## config.mk

```make
export PLATFORM = sky130hd
export DESIGN_NAME = failover_arbiter
export DESIGN_NICKNAME = d
export VERILOG_FILES = /design/src/rtl/fa_pkg.sv /design/src/rtl/fa_hb_monitor.sv /design/src/rtl/fa_fault_classifier.sv /design/src/rtl/fa_select_fsm.sv /design/src/rtl/failover_arbiter.sv
export SDC_FILE = /design/constraint.sdc
export NUM_CORES = 1
export LEC_CHECK = 0
export ABC_AREA = 0
export BUFFER_PORTS_ARGS = -buffer_cell sky130_fd_sc_hd__buf_2
export CAP_MARGIN = 40
export CORE_MARGIN = 3
export CORE_UTILIZATION = 45
export DETAILED_ROUTE_END_ITERATION = 12
export PLACE_DENSITY = 0.7
export RECOVER_POWER = 25
export SLEW_MARGIN = 15
export SYNTH_ARGS = -nofsm -noshare
export SYNTH_HDL_FRONTEND = slang
export SYNTH_HIERARCHICAL = 1
export SYNTH_SLANG_ARGS = --single-unit
```

## constraint.sdc

```tcl
create_clock -name clk -period 4.6 [get_ports clk]
set_input_delay 0.46 -clock clk [delete_from_list [all_inputs] [get_ports clk]]
set_output_delay 0.46 -clock clk [all_outputs]
set_load 0.01 [all_outputs]
```

## src/rtl/fa_pkg.sv

```systemverilog
package fa_pkg;
  typedef enum logic [1:0] {
    ST_INIT  = 2'd0,
    ST_RUN_A = 2'd1,
    ST_RUN_B = 2'd2,
    ST_HALT  = 2'd3
  } sel_state_e;

  localparam int IND_W    = 3;
  localparam int IND_PWR  = 0;
  localparam int IND_CTRL = 1;
  localparam int IND_IFC  = 2;
endpackage

```

## src/rtl/fa_hb_monitor.sv

```systemverilog
module fa_hb_monitor #(
  parameter int TIMEOUT = 16
) (
  input  logic clk,
  input  logic rst,
  input  logic clr,
  input  logic hb_i,
  output logic timeout_o
);
  localparam int CW = $clog2(TIMEOUT + 1);
  localparam logic [CW-1:0] LIMIT = CW'(TIMEOUT);

  logic          hb_d;
  logic [CW-1:0] cnt_q;
  logic          edge_w;

  assign edge_w = hb_i & ~hb_d;

  always_ff @(posedge clk) begin
    if (rst || clr) begin
      hb_d  <= 1'b0;
      cnt_q <= '0;
    end else begin
      hb_d <= hb_i;
      if (edge_w)
        cnt_q <= '0;
      else if (cnt_q != LIMIT)
        cnt_q <= cnt_q + 1'b1;
    end
  end

  assign timeout_o = (cnt_q == LIMIT);

  AST_HB_EDGE_CLEARS: assert property (@(posedge clk) disable iff (rst)
    (edge_w && !clr) |=> !timeout_o);
endmodule

```

## src/rtl/fa_fault_classifier.sv

```systemverilog
module fa_fault_classifier
  import fa_pkg::*;
#(
  parameter int NLINK = 3
) (
  input  logic             clk,
  input  logic             rst,
  input  logic             clr,
  input  logic             run,
  input  logic             active_b,
  input  logic             to_a,
  input  logic             to_b,
  input  logic [NLINK-1:0] link_ok,
  input  logic             ifm_alive,
  input  logic             ifm_flag,
  output logic             act_event_o,
  output logic [IND_W-1:0] ind_o,
  output logic             alarm_o
);
  logic             hb_lost;
  logic             any_link;
  logic [IND_W-1:0] ev;

  assign hb_lost  = run & (active_b ? to_b : to_a);
  assign any_link = |link_ok;

  always_comb begin
    ev           = '0;
    ev[IND_PWR]  = hb_lost & ~any_link;
    ev[IND_CTRL] = hb_lost & any_link & ifm_alive;
    ev[IND_IFC]  = (hb_lost & any_link & ~ifm_alive) | (run & ifm_flag);
  end

  assign act_event_o = |ev;

  always_ff @(posedge clk) begin
    if (rst || clr) begin
      ind_o   <= '0;
      alarm_o <= 1'b0;
    end else begin
      ind_o   <= ind_o | ev;
      alarm_o <= alarm_o | (|ev);
    end
  end

  AST_ALARM_STICKY: assert property (@(posedge clk) disable iff (rst)
    (alarm_o && !clr) |=> alarm_o);
  AST_PWR_NEEDS_LINKS_DOWN: assert property (@(posedge clk) disable iff (rst)
    $rose(ind_o[IND_PWR]) |-> $past(link_ok == '0));
  AST_IND_NEEDS_ALARM: assert property (@(posedge clk) disable iff (rst)
    (ind_o != '0) |-> alarm_o);
endmodule

```

## src/rtl/fa_select_fsm.sv

```systemverilog
module fa_select_fsm
  import fa_pkg::*;
(
  input  logic clk,
  input  logic rst,
  input  logic clr,
  input  logic prefer_a,
  input  logic flt_a,
  input  logic flt_b,
  input  logic act_fail,
  output logic run_o,
  output logic active_b_o,
  output logic en_a_o,
  output logic en_b_o
);
  sel_state_e state_q, nxt;
  logic       sw_q, nxt_sw;

  always_comb begin
    nxt    = state_q;
    nxt_sw = sw_q;
    case (state_q)
      ST_INIT: begin
        if (prefer_a) begin
          if (!flt_a)      nxt = ST_RUN_A;
          else if (!flt_b) nxt = ST_RUN_B;
          else             nxt = ST_HALT;
        end else begin
          if (!flt_b)      nxt = ST_RUN_B;
          else if (!flt_a) nxt = ST_RUN_A;
          else             nxt = ST_HALT;
        end
      end
      ST_RUN_A: begin
        if (flt_a || act_fail) begin
          if (!flt_b && !sw_q) begin
            nxt    = ST_RUN_B;
            nxt_sw = 1'b1;
          end else begin
            nxt = ST_HALT;
          end
        end
      end
      ST_RUN_B: begin
        if (flt_b || act_fail) begin
          if (!flt_a && !sw_q) begin
            nxt    = ST_RUN_A;
            nxt_sw = 1'b1;
          end else begin
            nxt = ST_HALT;
          end
        end
      end
      default: nxt = ST_HALT;
    endcase
    if (clr) begin
      nxt    = ST_INIT;
      nxt_sw = 1'b0;
    end
  end

  always_ff @(posedge clk) begin
    if (rst) begin
      state_q <= ST_INIT;
      sw_q    <= 1'b0;
      en_a_o  <= 1'b0;
      en_b_o  <= 1'b0;
    end else begin
      state_q <= nxt;
      sw_q    <= nxt_sw;
      en_a_o  <= (nxt == ST_RUN_A);
      en_b_o  <= (nxt == ST_RUN_B);
    end
  end

  assign run_o      = (state_q == ST_RUN_A) || (state_q == ST_RUN_B);
  assign active_b_o = (state_q == ST_RUN_B);

  AST_EN_EXCLUSIVE: assert property (@(posedge clk) disable iff (rst)
    !(en_a_o && en_b_o));
  AST_BOTH_FAULT_OFF: assert property (@(posedge clk) disable iff (rst)
    (flt_a && flt_b) |=> (!en_a_o && !en_b_o));
  AST_TAKEOVER_A: assert property (@(posedge clk) disable iff (rst)
    (en_a_o && !sw_q && flt_a && !flt_b && !clr) |=> en_b_o);
  AST_TAKEOVER_B: assert property (@(posedge clk) disable iff (rst)
    (en_b_o && !sw_q && flt_b && !flt_a && !clr) |=> en_a_o);
  AST_SWITCH_LATCHED_A: assert property (@(posedge clk) disable iff (rst)
    (en_a_o && sw_q && !clr) |=> !en_b_o);
  AST_SWITCH_LATCHED_B: assert property (@(posedge clk) disable iff (rst)
    (en_b_o && sw_q && !clr) |=> !en_a_o);
endmodule

```

## src/rtl/failover_arbiter.sv

```systemverilog
module failover_arbiter
  import fa_pkg::*;
#(
  parameter int TIMEOUT = 16,
  parameter int NLINK   = 3
) (
  input  logic             clk,
  input  logic             rst,
  input  logic             prefer_a_i,
  input  logic             flt_a_i,
  input  logic             flt_b_i,
  input  logic             hb_a_i,
  input  logic             hb_b_i,
  input  logic [NLINK-1:0] link_ok_i,
  input  logic             ifm_alive_i,
  input  logic             ifm_flag_i,
  input  logic             clear_i,
  output logic             en_a_o,
  output logic             en_b_o,
  output logic [IND_W-1:0] fault_ind_o,
  output logic             alarm_o
);
  localparam int NCPU = 2;

  logic [NCPU-1:0] hb_vec;
  logic [NCPU-1:0] to_vec;
  logic            run_w, active_b_w, act_event_w;

  assign hb_vec = {hb_b_i, hb_a_i};

  for (genvar g = 0; g < NCPU; g++) begin : g_mon
    fa_hb_monitor #(.TIMEOUT(TIMEOUT)) mon_i (
      .clk       (clk),
      .rst       (rst),
      .clr       (clear_i),
      .hb_i      (hb_vec[g]),
      .timeout_o (to_vec[g])
    );
  end

  fa_fault_classifier #(.NLINK(NLINK)) cls_i (
    .clk         (clk),
    .rst         (rst),
    .clr         (clear_i),
    .run         (run_w),
    .active_b    (active_b_w),
    .to_a        (to_vec[0]),
    .to_b        (to_vec[1]),
    .link_ok     (link_ok_i),
    .ifm_alive   (ifm_alive_i),
    .ifm_flag    (ifm_flag_i),
    .act_event_o (act_event_w),
    .ind_o       (fault_ind_o),
    .alarm_o     (alarm_o)
  );

  fa_select_fsm fsm_i (
    .clk        (clk),
    .rst        (rst),
    .clr        (clear_i),
    .prefer_a   (prefer_a_i),
    .flt_a      (flt_a_i),
    .flt_b      (flt_b_i),
    .act_fail   (act_event_w),
    .run_o      (run_w),
    .active_b_o (active_b_w),
    .en_a_o     (en_a_o),
    .en_b_o     (en_b_o)
  );
endmodule

```

=== Yosys cells after proc, flatten, opt, wreduce, memory -nomap -nowiden ===
Index checks and enable logic that the tools add are counted.

* $add $sub $neg: 2
* Equal/unequal tests: 12
* Mux-type cells: 17
* Bitwise gates (word level): 15
* Reductions and logical operators: 17

{| class="wikitable"
|+ Operators by type and width
! operator !! number
|-
| $mux 2 || 8
|-
| $add 5x1->5 const B || 2
|-
| $eq 5x5->1 const B || 2
|-
| $ne 5x5->1 const B || 2
|-
| $and 1x1->1 || 8
|-
| $ne 2x1->1 const B || 4
|-
| $mux 1 || 7
|-
| $pmux 2 s3 || 1
|-
| $reduce_or 2->1 || 3
|-
| $reduce_or 3->1 || 2
|-
| $reduce_and 5->1 || 1
|-
| $eq 2x1->1 const B || 2
|-
| $eq 2x2->1 const B || 2
|-
| $logic_or 1x1->1 || 4
|-
| $not 1->1 || 4
|-
| $logic_not 1->1 || 3
|-
| $or 3x3->3 || 1
|-
| $logic_and 1x1->1 || 2
|-
| $logic_not 2->1 || 1
|-
| $or 1x1->1 || 2
|-
| $pmux 1 s2 || 1
|-
| $reduce_bool 2->1 || 1
|}

* Bits in registers: 21
* Output and inout bits: 6
* Word-level logic and storage cells: 73

=== Logic depth before layout (Yosys ltp) ===
Gate-level depths: netlist of the first run.

* Word-level depth: 12
* Mapped depth: 10

=== By module ===
Netlist of the first run, hierarchy kept.

{| class="wikitable"
|+ By module, submodules not included
! module !! instances !! cells an instance !! area each (µm²) !! sequential area each (µm²)
|-
| fa_hb_monitor || 2 || 28 || 270.3 || 120.1
|-
| fa_select_fsm || 1 || 37 || 331.6 || 100.1
|-
| fa_fault_classifier || 1 || 17 || 170.2 || 80.1
|}

=== Worst setup path before layout of the first run ===
OpenSTA, ideal clock, no wires.

* Kind: register to register
* Start point: register g_mon[0].mon_i.cnt_q[0]
* End point: register fsm_i.en_a_o
* Library setup time: 87 ps
* Arrival: 2245 ps
* Data required time: 4513 ps
* Setup slack: 2268 ps
* Cell stages (with the launch flop): 11
* Buffers on the path: 1
* Path through: dfxtp_1 > inv_1 > ha_1 > and4bb_2 > buf_6 > mux2_4 > o21a_1 > or3_1 > o311ai_0 > and3_2 > nor4b_2

* Cells in the longest elaborated chain, start to end: 12

{| class="wikitable"
|+ RTL lines
! element !! RTL line !! RTL
|-
| start: declaration || fa_hb_monitor.sv:14 || <nowiki>logic [CW-1:0] cnt_q;</nowiki>
|-
| start signal: assignment || fa_hb_monitor.sv:28 || <nowiki>cnt_q <= cnt_q + 1'b1;</nowiki>
|-
| $eq 5x5->1 * || fa_hb_monitor.sv:32 || <nowiki>assign timeout_o = (cnt_q == LIMIT);</nowiki>
|-
| net to_vec[0] || failover_arbiter.sv:26 || <nowiki>logic [NCPU-1:0] to_vec;</nowiki>
|-
| $mux 1 * || fa_fault_classifier.sv:24 || <nowiki>assign hb_lost = run & (active_b ? to_b : to_a);</nowiki>
|-
| $and 1x1->1 * || fa_fault_classifier.sv:24 ||
|-
| $and 1x1->1 || fa_fault_classifier.sv:30, fa_fault_classifier.sv:31 ||
|-
| $and 1x1->1 || fa_fault_classifier.sv:31 || <nowiki>ev[IND_IFC] = (hb_lost & any_link & ~ifm_alive) | (run & ifm_flag);</nowiki>
|-
| $or 1x1->1 || fa_fault_classifier.sv:31 ||
|-
| $reduce_or 3->1 * || fa_fault_classifier.sv:34 || <nowiki>assign act_event_o = |ev;</nowiki>
|-
| net act_event_w || failover_arbiter.sv:27 || <nowiki>logic run_w, active_b_w, act_event_w;</nowiki>
|-
| $logic_or 1x1->1 (on tied branches) || fa_select_fsm.sv:45, fa_select_fsm.sv:35 ||
|-
| $mux 2 (on tied branches) || fa_select_fsm.sv:45, fa_select_fsm.sv:35 ||
|-
| $pmux 2 s3 * || fa_select_fsm.sv:22 || <nowiki>case (state_q)</nowiki>
|-
| $mux 2 * || fa_select_fsm.sv:56 || <nowiki>if (clr) begin</nowiki>
|-
| $eq 2x1->1 * || fa_select_fsm.sv:71 || <nowiki>en_a_o <= (nxt == ST_RUN_A);</nowiki>
|-
| end signal: assignment || fa_select_fsm.sv:71 ||
|-
| end: declaration || fa_select_fsm.sv:13 || <nowiki>output logic en_a_o,</nowiki>
|}

Mark *: on every way through the listed nets, which the timed path passes. The rest lies on a longest branch.
A chain may end at the register's enable or synchronous reset.

=== Final worst setup path of the first run ===
* Start point: register g_mon[1].mon_i.cnt_q[0]
* End point: register fsm_i.en_a_o

* Cells in the longest elaborated chain, start to end: 12

{| class="wikitable"
|+ RTL lines
! element !! RTL line
|-
| start: declaration || fa_hb_monitor.sv:14
|-
| start signal: assignment || fa_hb_monitor.sv:28
|-
| $eq 5x5->1 * || fa_hb_monitor.sv:32
|-
| net to_vec[1] || failover_arbiter.sv:26
|-
| $mux 1 * || fa_fault_classifier.sv:24
|-
| $and 1x1->1 * || fa_fault_classifier.sv:24
|-
| $and 1x1->1 || fa_fault_classifier.sv:30, fa_fault_classifier.sv:31
|-
| $and 1x1->1 || fa_fault_classifier.sv:31
|-
| $or 1x1->1 || fa_fault_classifier.sv:31
|-
| $reduce_or 3->1 * || fa_fault_classifier.sv:34
|-
| net act_event_w || failover_arbiter.sv:27
|-
| $logic_or 1x1->1 (on tied branches) || fa_select_fsm.sv:45, fa_select_fsm.sv:35
|-
| $mux 2 (on tied branches) || fa_select_fsm.sv:45, fa_select_fsm.sv:35
|-
| $pmux 2 s3 * || fa_select_fsm.sv:22
|-
| $mux 2 * || fa_select_fsm.sv:56
|-
| $eq 2x1->1 * || fa_select_fsm.sv:71
|}

Marked as above.

==> run_results.csv, run 1 <==
group,metric,value,unit
timing,finalCritPeriodShare,54.48,%
timing,worstMarginPinSlew,0.5826,ns
floorplan,die_width,54.13,um
timing,rsz0062_at_grt,"false",
cells_and_area,mostFrequentLayoutCell,"dfxtp_1",
job,cap_viol_max_count,0,
timing,hold_ws,0.3477,ns
status,status,"finished, final reports clean",
cells_and_area,antennaDiodeCount,0,
timing,slew_headroom,60.75,%
yosys,ys_types,30,
floorplan,boundaryPins,19,
power_and_ir_drop,power_switching,0.08389,mW
cts,clkSinkCount,21,
global_route,overflow,0,
routing,drt_wl_total,1974,um
cells_and_area,nets,152,
floorplan,core_area,2082,sq um
routing,drcViolationCount,0,
power_and_ir_drop,p_int,0.2397,mW
cts,path_clk_slew,0.12,ns
timing,timing.final.ws_setup,2.094,ns
critical_path,crit_fanout,8,
yosys,seq_area_frac_synth,40.34,%
yosys,yosys.area.top_type,"dfxtp_1",
placement,io_buffers,18,
power_and_ir_drop,pwr-share-comb,14.3,%
min_path,hold_class,"in2reg",
yosys,yosys-top-cells-area,"dfxtp_1 40%, ha_1 9.6%, nor3_1 4.3%, nor2_1 4.3%, xnor2_1 3.4%",
power_and_ir_drop,p_seq_share,58.9,%
min_path,hold_depth,2,
cts,cts_setup_buffers,0,
routing,first_pass_iters,4,
power_and_ir_drop,power.share.switching,25.92,%
power_and_ir_drop,p_per_area,276.9,nW/um^2
critical_path,crit_path_end_kind,"flip-flop",
cts,cts_tree,"done",
floorplan,start_util,50.06,%
critical_path,ff2ff_path_depth,9,
global_route,grtUsageMet1,17.36,%
yosys,syn_inst,110,
global_route,antenna_found_initial,0,
yosys,ys_warn_count,6,
critical_path,r2r_setup_slack,2.09,ns
placement,placed_cell_area,1144,sq um
critical_path,crit_end,"fsm_i/en_a_o",
timing,period_needed,2.506,ns
global_route,grtUsageMet2,27.29,%
cts,clock_latency,0.30,ns
routing,drtIter0Drc,7,
power_and_ir_drop,ir_worst_vdd,0.2134,mV
global_route,grt_pass1_wl,3256,um
critical_path,critPathSlowestCell,"dfxtp_1",
power_and_ir_drop,leakage,0.4689,nW
critical_path,cp-startpoint,"g_mon[1].mon_i/cnt_q[0]",
global_route,grt_max_degree,13,
global_route,grt_util_all_layers,15.31,%
cts,clockBufferDepth,2,
routing,antenna_left,0,
critical_path,worstSetupPathType,"reg2reg",
floorplan,dieArea,2930,sq um
critical_path,path_cells,"inv_1 > ha_1 > and4bb_1 > mux2_4 > o21a_1 > or3_1 > o311ai_0 > and3_2 > nor4b_2",
power_and_ir_drop,clock_power_share,26.8,%
cts,cts-resized-gates,0,
timing,setup_viol,0,
timing,tns,0,ns
timing,skew,0.007292,ns
floorplan,rows,16,
timing,hold_viol_final,0,
global_route,gr-usage-met3,4.986,%
critical_path,r2r_start,"g_mon[1].mon_i/cnt_q[0]",
routing,via_per_inst,5.248,
cts,holdBufCountCts,0,
cts,root_buffer,"clkbuf_4",
cells_and_area,areaGrowthSynthToFinish,12.12,%
routing,vias,824,
critical_path,start_kind,"flip-flop",
placement,dpl.hpwl,1513,um
yosys,synth.avg_cell_area,9.475,sq um
critical_path,cp.required,4.81,ns
yosys,synthesis.area,1042,sq um
cells_and_area,finalInstanceArea,1169,sq um
cts,cts_buffers,3,
yosys,ys_ff_latch,21,
critical_path,slowest_delay,0.38,ns
global_route,gr-max-usage-layer,"met2",
placement,pre_cts_ws,2.108,ns
timing,fmax,399.0,MHz
yosys,synth_top_area_share,40.34,%
cts,cts_max_level,1,
cells_and_area,final_layout_size_suffix_gt1_share,20.00,%
cells_and_area,final_cell_mix,"21 x dfxtp_1, 16 x buf_2, 12 x nor2_1",
placement,globalplace.congestion,0.7577,
timing,finalMaxSlewViolations,0,
power_and_ir_drop,finalPower,0.3236,mW
routing,routedWlPerCell,12.57,um
critical_path,r2r_end,"fsm_i/en_a_o",
cells_and_area,final.fill_count,197,
critical_path,arrival,2.72,ns
floorplan,die_y,54.13,um
global_route,grt_pass1_vias,770,
yosys,syn_nets,131,
[flip-flops by register name, summed over array words and instances, names as in the netlist]
signal	flops
g_mon.mon_i/hb_d	2
fsm_i/en_a_o	1
cls_i/alarm_o	1
fsm_i/sw_q	1
fsm_i/en_b_o	1
fsm_i/state_q	2
cls_i/ind_o	3
g_mon.mon_i/cnt_q	10
[worst max-delay path, delay by kind of cell (launching register included)]
family	cells	cell delay (ns)
adder cells (fa/ha/maj)	1	0.19
flip-flops	1	0.38
multiplexers	1	0.30
AO/OA/AOI/OAI	2	0.35
buffers and inverters	1	0.08
AND/OR/NAND/NOR	4	1.12
[power groups by stage]
stage	clock network [mW]	logic, mW	registers, mW
floorplan	0	0.0278	0.195
global placement	0	0.0441	0.194
detailed placement	0	0.0458	0.195
CTS	0.0925	0.0463	0.190
global route	0.0989	0.0509	0.191
finish	0.0869	0.0462	0.191
[cells by family after synthesis]
kind of cell,synth area share [%]
and+or+nand+nor,24.13
DFF,40.34
xor gates and xnor gates,6.722
buffers and inverters,5.042
muxes,3.361
AOI/OAI and AO/OA,10.80
adders and majority gates,9.604
[final cells by class]
class,instances,area (sq um),area share (%)
multi-input cells,79,569.3,48.72
flip-flops and latches,21,420.4,35.97
inverters,8,30.03,2.570
clock buffers,3,22.52,1.927
repair buffers,18,87.58,7.495
well taps,27,33.78,2.891
clock inverters,1,5.005,0.4283
[metrics by stage]
step                      utilization, %  std cells
final                              56.13        157
after global routing               56.13        157
after CTS                          56.25        157
after detailed placement           54.93        153
after global placement             54.93        153
after floorplan                        -        110
[worst min-delay path by stage]
stage	startpoint	end	slack [ns]
3_3_place_gp	cls_i/ind_o[0]	cls_i/ind_o[0]	0.44
3_5_place_dp	cls_i/alarm_o	cls_i/alarm_o	0.45
2_1_floorplan	g_mon[0].mon_i/cnt_q[4]	g_mon[0].mon_i/cnt_q[4]	0.47
6_report	ifm_alive_i	cls_i/ind_o[2]	0.35
5_1_grt	ifm_alive_i	cls_i/ind_o[2]	0.35
4_1_cts	ifm_alive_i	cls_i/ind_o[2]	0.33
[per-layer routing]
metal / vias to the layer above / wire length [um] / share of wire, %
met2: 10 / 989 / 50
met3: 2 / 80 / 4.1
li1: 427 / - / -
met4: 0 / 12 / 0.61
met1: 385 / 891 / 45
met5: - / 0 / 0
[synthesized netlist by cell type]
master	n
o21ai_0	5
o311ai_0	1
inv_1	8
nor2_1	12
buf_6	2
and4bb_2	2
nand3_1	5
nor4b_2	2
a22oi_1	1
mux2i_1	2
or3_1	5
a21oi_1	3
xnor2_1	4
and3_1	1
a31oi_1	1
nor3_1	9
dfxtp_1	21
mux2_4	1
ha_1	8
nand4_1	1
o32ai_1	1
o311ai_1	1
xor2_1	4
nor2b_1	1
a32o_1	1
and3_2	2
nand2_1	1
nand2b_1	2
o21a_1	2
a21o_1	1
Power figures use the tool's default switching activity.
==> inputs of run 2 (changes only) <==
--- a/config.mk
+++ b/config.mk
@@ -5,13 +5,13 @@
 export SDC_FILE = /design/constraint.sdc
 export NUM_CORES = 1
 export LEC_CHECK = 0
-export ABC_AREA = 0
+export ABC_AREA = 1
 export BUFFER_PORTS_ARGS = -buffer_cell sky130_fd_sc_hd__buf_2
 export CAP_MARGIN = 40
 export CORE_MARGIN = 3
 export CORE_UTILIZATION = 45
 export DETAILED_ROUTE_END_ITERATION = 12
-export PLACE_DENSITY = 0.7
+export PLACE_DENSITY = 0.72
 export RECOVER_POWER = 25
 export SLEW_MARGIN = 15
 export SYNTH_ARGS = -nofsm -noshare
==> constraint.sdc (replaced) <==
create_clock -name clk -period 2.3 [get_ports clk]
set_input_delay 0.23 -clock clk [delete_from_list [all_inputs] [get_ports clk]]
set_output_delay 0.23 -clock clk [all_outputs]
set_load 0.01 [all_outputs]
==> run 2 against run 1 <==
Compared with the run above: cell count increased by 38%; sequential share of layout area shrank 3.7 points; worst hold slack got worse by 0.18 ns; area after synthesis grew 11%; critical path type unchanged; clock skew shrank 0.0058 ns; non-clock buffer count unchanged; clock power is 100% higher; core utilization increased by 0.10 points; first-iteration DRC count grew to 4.9 times the previous value.
==> run_results.csv, run 2 <==
group,metric,value,unit
yosys,ys_async_sr_fraction,0,%
timing,period_needed,2.039,ns
cells_and_area,antennaDiodeCount,0,
timing,skew,0.001491,ns
critical_path,path_cells,"inv_1 > ha_1 > nand2_1 > inv_2 > nand2_2 > inv_1 > nor2_2 > nor2_1 > nand4_1 > nand3_2 > o21ai_0 > nand3_1 > nand3_1 > nand2_1 > nor2_1",
cells_and_area,final_layout_size_suffix_gt1_share,19.68,%
routing,drt_wl_total,2102,um
cells_and_area,mostFrequentLayoutCell,"nand2_1",
cells_and_area,nets,210,
global_route,grt_pass1_vias,964,
min_path,hold_class,"in2reg",
power_and_ir_drop,leakage,0.6136,nW
yosys,synth-edff-count,0,
placement,globalplace.congestion,0.8087,
routing,vias,1056,
cts,cts_max_level,1,
job,cap_viol_max_count,0,
yosys,ys_ff_latch,21,
routing,antenna_left,0,
critical_path,crit_buf_inv,3,
floorplan,dieArea,3207,sq um
floorplan,die_y,56.63,um
cts,cts-resized-gates,0,
cts,root_buffer,"clkbuf_4",
yosys,ys.flop_type,"dfxtp_1",
yosys,syn_inst,166,
power_and_ir_drop,finalPower,0.6611,mW
critical_path,cp.required,2.54,ns
critical_path,critPathTopFamily,"simple AND/OR/NAND/NOR gates",
critical_path,start_kind,"flip-flop",
yosys,synth_top_area_share,36.44,%
status,status,"finished, final reports clean",
placement,dpl.hpwl,1744,um
yosys,ys_types,21,
timing,finalCritPeriodShare,88.64,%
cells_and_area,largest_reg_flops,10,
timing,tns,0,ns
timing,hold_viol_final,0,
yosys,seq_area_frac_synth,36.44,%
global_route,overflow,0,
timing,finalMaxSlewViolations,0,
timing,rsz0062_at_grt,"false",
floorplan,start_util,49.76,%
timing,worstMarginPinSlew,0.3302,ns
placement,io_buffers,18,
timing,fmax,490.5,MHz
cells_and_area,regMostFlops,"g_mon.mon_i/cnt_q",
floorplan,boundaryPins,19,
yosys,synth.top_cells.by_count,"28 x nand2_1, 27 x inv_1, 23 x nor2_1, 21 x dfxtp_1, 14 x nand3_1",
cts,cts_setup_buffers,0,
yosys,yosys.area.top_type,"dfxtp_1",
routing,drcViolationCount,0,
cts,holdBufCountCts,0,
global_route,antenna_found_initial,0,
routing,routedWlPerCell,9.731,um
yosys,post-synth-top-count-cell,"nand2_1",
cts,cts_buffers,3,
yosys,synth.avg_cell_area,6.949,sq um
yosys,syn_nets,187,
global_route,grt_pass1_wl,3670,um
cells_and_area,fin_util,56.23,%
floorplan,core_area,2318,sq um
critical_path,arrival,2.28,ns
power_and_ir_drop,p_per_area,507.1,nW/um^2
cts,clockBufferDepth,2,
global_route,grt_max_degree,13,
routing,first_pass_iters,4,
timing,slew_headroom,77.75,%
cells_and_area,final_cell_mix,"28 x nand2_1, 27 x inv_1, 23 x nor2_1",
routing,via_per_inst,4.889,
critical_path,worstSetupPathType,"reg2reg",
cells_and_area,areaGrowthSynthToFinish,13.02,%
yosys,yosys-top-cells-area,"dfxtp_1 36%, nand2_1 9.1%, inv_1 8.8%, ha_1 8.7%, nor2_1 7.5%",
yosys,ys_warn_count,6,
cts,cts_tree,"done",
timing,setup_viol,0,
power_and_ir_drop,ir_worst_vdd,0.3359,mV
floorplan,die_width,56.63,um
critical_path,crit_fanout,5,
cts,path_clk_slew,0.12,ns
floorplan,rows,17,
routing,drtIter0Drc,34,
critical_path,critPathSlowestCell,"dfxtp_1",
critical_path,crit_path_end_kind,"flip-flop",
cells_and_area,top_regs,"g_mon.mon_i/cnt_q x10, cls_i/ind_o x3",
yosys,synthesis.area,1154,sq um
global_route,grt_util_all_layers,13.57,%
cts,clock_latency,0.29,ns
critical_path,r2r_setup_slack,0.26,ns
cts,clkSinkCount,21,
critical_path,slowest_delay,0.40,ns
[run 2: cell count changes in the layout (fill, tap and decap cells not counted), moves of 3 or more]
cell	delta
nand2_1	+27
inv_1	+19
nor2_1	+11
nand3_1	+9
nor3_1	-9
a21oi_1	+8
nor2_2	+6
or3_1	-5
inv_2	+4
nand4_1	+4
xor2_1	-4
nand2_2	+3
[run 2: through the flow]
step	instance area [sq um]	hold slack, ns	instances	setup WS (ns)
final	1304	0.1686	216	0.2612
after global placement	1279	0.4367	212	0.3587
after detailed placement	1279	0.4461	212	0.3024
after CTS	1306	0.1622	216	0.2731
after floorplan	1154	0.3778	166	0.5169
after global routing	1304	0.1821	216	0.01859
[run 2: tightest hold or removal path, delay by kind of cell]
family | cells | cell delay [ns]
simple gates | 1 | 0.09
buf+inv | 2 | 0.11
[run 2: metal layers]
layer / global-route usage, % / vias up / wire length, um
met5: 0 / - / 0
met4: 3.729 / 0 / 0
met3: 2.299 / 0 / 117
met2: 23.93 / 23 / 1004
met1: 16.76 / 471 / 980
li1: - / 562 / -
[run 2: cell families after synthesis]
logic type	count (synthesis)	synth area share, %
and+or+nand+nor	82	33.08
xor gates and xnor gates	2	1.519
adders and majority gates	8	8.677
AOI/OAI and AO/OA	20	9.545
DFF	21	36.44
buffers and inverters	33	10.74
[run 2: area by class of cell]
cell class	count	area (sq um)
multi-input cells	112	609.3
repair buffers	18	87.58
fillers	226	1015
inverters	33	123.9
clock inverters	1	5.005
well taps	28	35.03
flip-flops and latches	21	420.4
clock buffers	3	22.52
[run 2: report_power, final]
group	total, mW	leakage (nW)	internal (mW)	switching (mW)
Sequential	0.382	0.170	0.374	0.00753
Clock	0.175	0.0177	0.0646	0.111
Combinational	0.104	0.425	0.0399	0.0640
[run 2: path summary, 6_finish.rpt]
check / endpoint / from / depth (start not counted)
min reg2reg: cls_i/ind_o[2] / cls_i/ind_o[2] / 2
max: fsm_i/en_a_o / g_mon[0].mon_i/cnt_q[0] / 15
max reg2reg: fsm_i/en_a_o / g_mon[0].mon_i/cnt_q[0] / 15
min: g_mon[0].mon_i/hb_d / hb_a_i / 3
==> inputs of run 3 (changes only) <==
--- a/config.mk
+++ b/config.mk
@@ -8,7 +8,6 @@
 export ABC_AREA = 1
 export BUFFER_PORTS_ARGS = -buffer_cell sky130_fd_sc_hd__buf_2
 export CAP_MARGIN = 40
-export CORE_MARGIN = 3
 export CORE_UTILIZATION = 45
 export DETAILED_ROUTE_END_ITERATION = 12
 export PLACE_DENSITY = 0.72
==> run 3 against run 2 <==
Compared with the run above: critical path depth increased by 1; fmax is 1.5% lower; global-route usage grew 3.9 points; sequential power barely moved; cell count unchanged; count of clock-buffer cells in the layout is 1 higher; setup slack worse by 0.031 ns; register-to-register slack got worse by 0.03 ns; worst hold slack improved by 0.0047 ns; die area fell by 14%; clock power decreased by 3%.
==> run_results.csv, run 3 (synthesis gave the netlist of run 2 again) <==
group,metric,value,unit
status,status,"finished, final reports clean",
critical_path,start_kind,"flip-flop",
cells_and_area,antennaDiodeCount,0,
cts,clkSinkCount,21,
cts,cts_setup_buffers,0,
routing,vias,1057,
cells_and_area,final.fill_count,243,
timing,rsz0062_at_grt,"false",
cells_and_area,final_cell_mix,"28 x nand2_1, 27 x inv_1, 23 x nor2_1",
power_and_ir_drop,p_per_area,502.3,nW/um^2
cells_and_area,regArea,420.4,sq um
cells_and_area,final_layout_size_suffix_gt1_share,18.62,%
critical_path,cp.required,2.50,ns
cts,holdBufCountCts,0,
cells_and_area,nets,210,
timing,finalCritPeriodShare,89.99,%
timing,setup_viol,0,
cells_and_area,mostFrequentLayoutCell,"nand2_1",
floorplan,rows,17,
placement,globalplace.congestion,0.8351,
routing,routedWlPerCell,9.866,um
placement,io_buffers,18,
critical_path,crit_fanout,5,
timing,hold_ws,0.1733,ns
placement,dpl.hpwl,1777,um
timing,finalMaxSlewViolations,0,
global_route,overflow,0,
cts,cts_max_level,1,
timing,worstMarginPinSlew,0.2950,ns
cts,root_buffer,"clkbuf_4",
timing,period_needed,2.070,ns
power_and_ir_drop,leakage,0.6067,nW
cells_and_area,regMostFlops,"g_mon.mon_i/cnt_q",
global_route,grt_util_all_layers,17.47,%
cells_and_area,multi_input_area,609.3,sq um
timing,slew_headroom,80.13,%
cells_and_area,largest_reg_flops,10,
cells_and_area,fin_util,56.13,%
routing,via_per_inst,4.894,
floorplan,dieArea,2770,sq um
routing,drtIter0Drc,15,
global_route,grt_max_degree,12,
timing,tns,0,ns
routing,drt_wl_total,2131,um
global_route,grt_pass1_wl,3636,um
cells_and_area,top_regs,"g_mon.mon_i/cnt_q x10, cls_i/ind_o x3",
critical_path,arrival,2.27,ns
global_route,antenna_found_initial,0,
cts,cts_buffers,3,
cts,clock_latency,0.29,ns
timing,skew,0.002989,ns
critical_path,crit_path_end_kind,"flip-flop",
critical_path,worstSetupPathType,"reg2reg",
cts,cts_tree,"done",
floorplan,die_width,52.63,um
timing,hold_viol_final,0,
global_route,grt_pass1_vias,957,
min_path,hold_class,"in2reg",
cells_and_area,areaGrowthSynthToFinish,12.80,%
floorplan,core_area,2318,sq um
cts,clockBufferDepth,2,
power_and_ir_drop,ir_worst_vdd,0.3529,mV
timing,fmax,483.2,MHz
cts,path_clk_slew,0.11,ns
floorplan,boundaryPins,19,
cts,cts-resized-gates,0,
floorplan,start_util,49.76,%
job,cap_viol_max_count,0,
routing,first_pass_iters,4,
routing,drcViolationCount,0,
floorplan,die_y,52.63,um
routing,antenna_left,0,
-- run 3: cell types whose count changed in the layout (fill, tap and decap cells not counted) --
cell,delta
clkinv_2,-1
clkbuf_1,+2
buf_2,-1
-- run 3: final timing paths --
path / slack (ns) / from / cells after the start / endpoint
worst min register to register: 0.47 / cls_i/ind_o[2] / 2 / cls_i/ind_o[2]
worst max register to register: 0.23 / g_mon[0].mon_i/cnt_q[0] / 16 / fsm_i/en_b_o
worst max-delay path: 0.23 / g_mon[0].mon_i/cnt_q[0] / 16 / fsm_i/en_b_o
worst min-delay path: 0.17 / hb_a_i / 3 / g_mon[0].mon_i/hb_d
-- run 3: worst max-delay path, stage by stage (launching register included) --
cell and delay [ns]:
dfxtp_1 0.40, inv_1 0.09, ha_1 0.20, nand2_1 0.08
inv_2 0.06, nand2_2 0.06, inv_1 0.05, nor2_2 0.13
nor2_1 0.06, nand4_1 0.10, nand3_2 0.13, nor2_1 0.17
nand2_1 0.07, a21oi_1 0.14, nand3_1 0.12, nand2_1 0.10
nor2_1 0.04
-- run 3: layout make-up --
| class | instances | share of cell area [%] |
|---|---|---|
| Clock buffer | 4 | 2.019 |
| Inverter | 33 | 9.519 |
| Multi-Input combinational cell | 112 | 46.83 |
| Sequential cell | 21 | 32.31 |
| Tap cell | 28 | 2.692 |
| Timing Repair Buffer | 18 | 6.635 |
-- run 3: routing by layer --
| metal | global-route usage (%) | part of all wire [%] | vias to the layer above |
|---|---|---|---|
| li1 | - | - | 565 |
| met1 | 20.49 | 46 | 473 |
| met2 | 31.43 | 50 | 17 |
| met3 | 3.478 | 3.1 | 2 |
| met4 | 5.263 | 0.66 | 0 |
| met5 | 0 | 0 | - |
-- run 3: metrics by stage --
step,worst slack [ns],total power [mW],area (sq um),cells
after floorplan,0.5169,0.4611,1154,166
after global routing,0.03645,0.6928,1301,216
final,0.2303,0.6536,1301,216
after global placement,0.3286,0.4904,1279,212
after detailed placement,0.2511,0.4940,1279,212
after CTS,0.2307,0.6662,1305,216
-- run 3: power breakdown --
part	internal (mW)	leakage [nW]	switching [mW]	total (mW)
registers	0.374	0.170	0.00726	0.382
logic	0.0394	0.421	0.0634	0.103
clock network	0.0673	0.0150	0.102	0.169
total	0.481	0.607	0.172	0.654
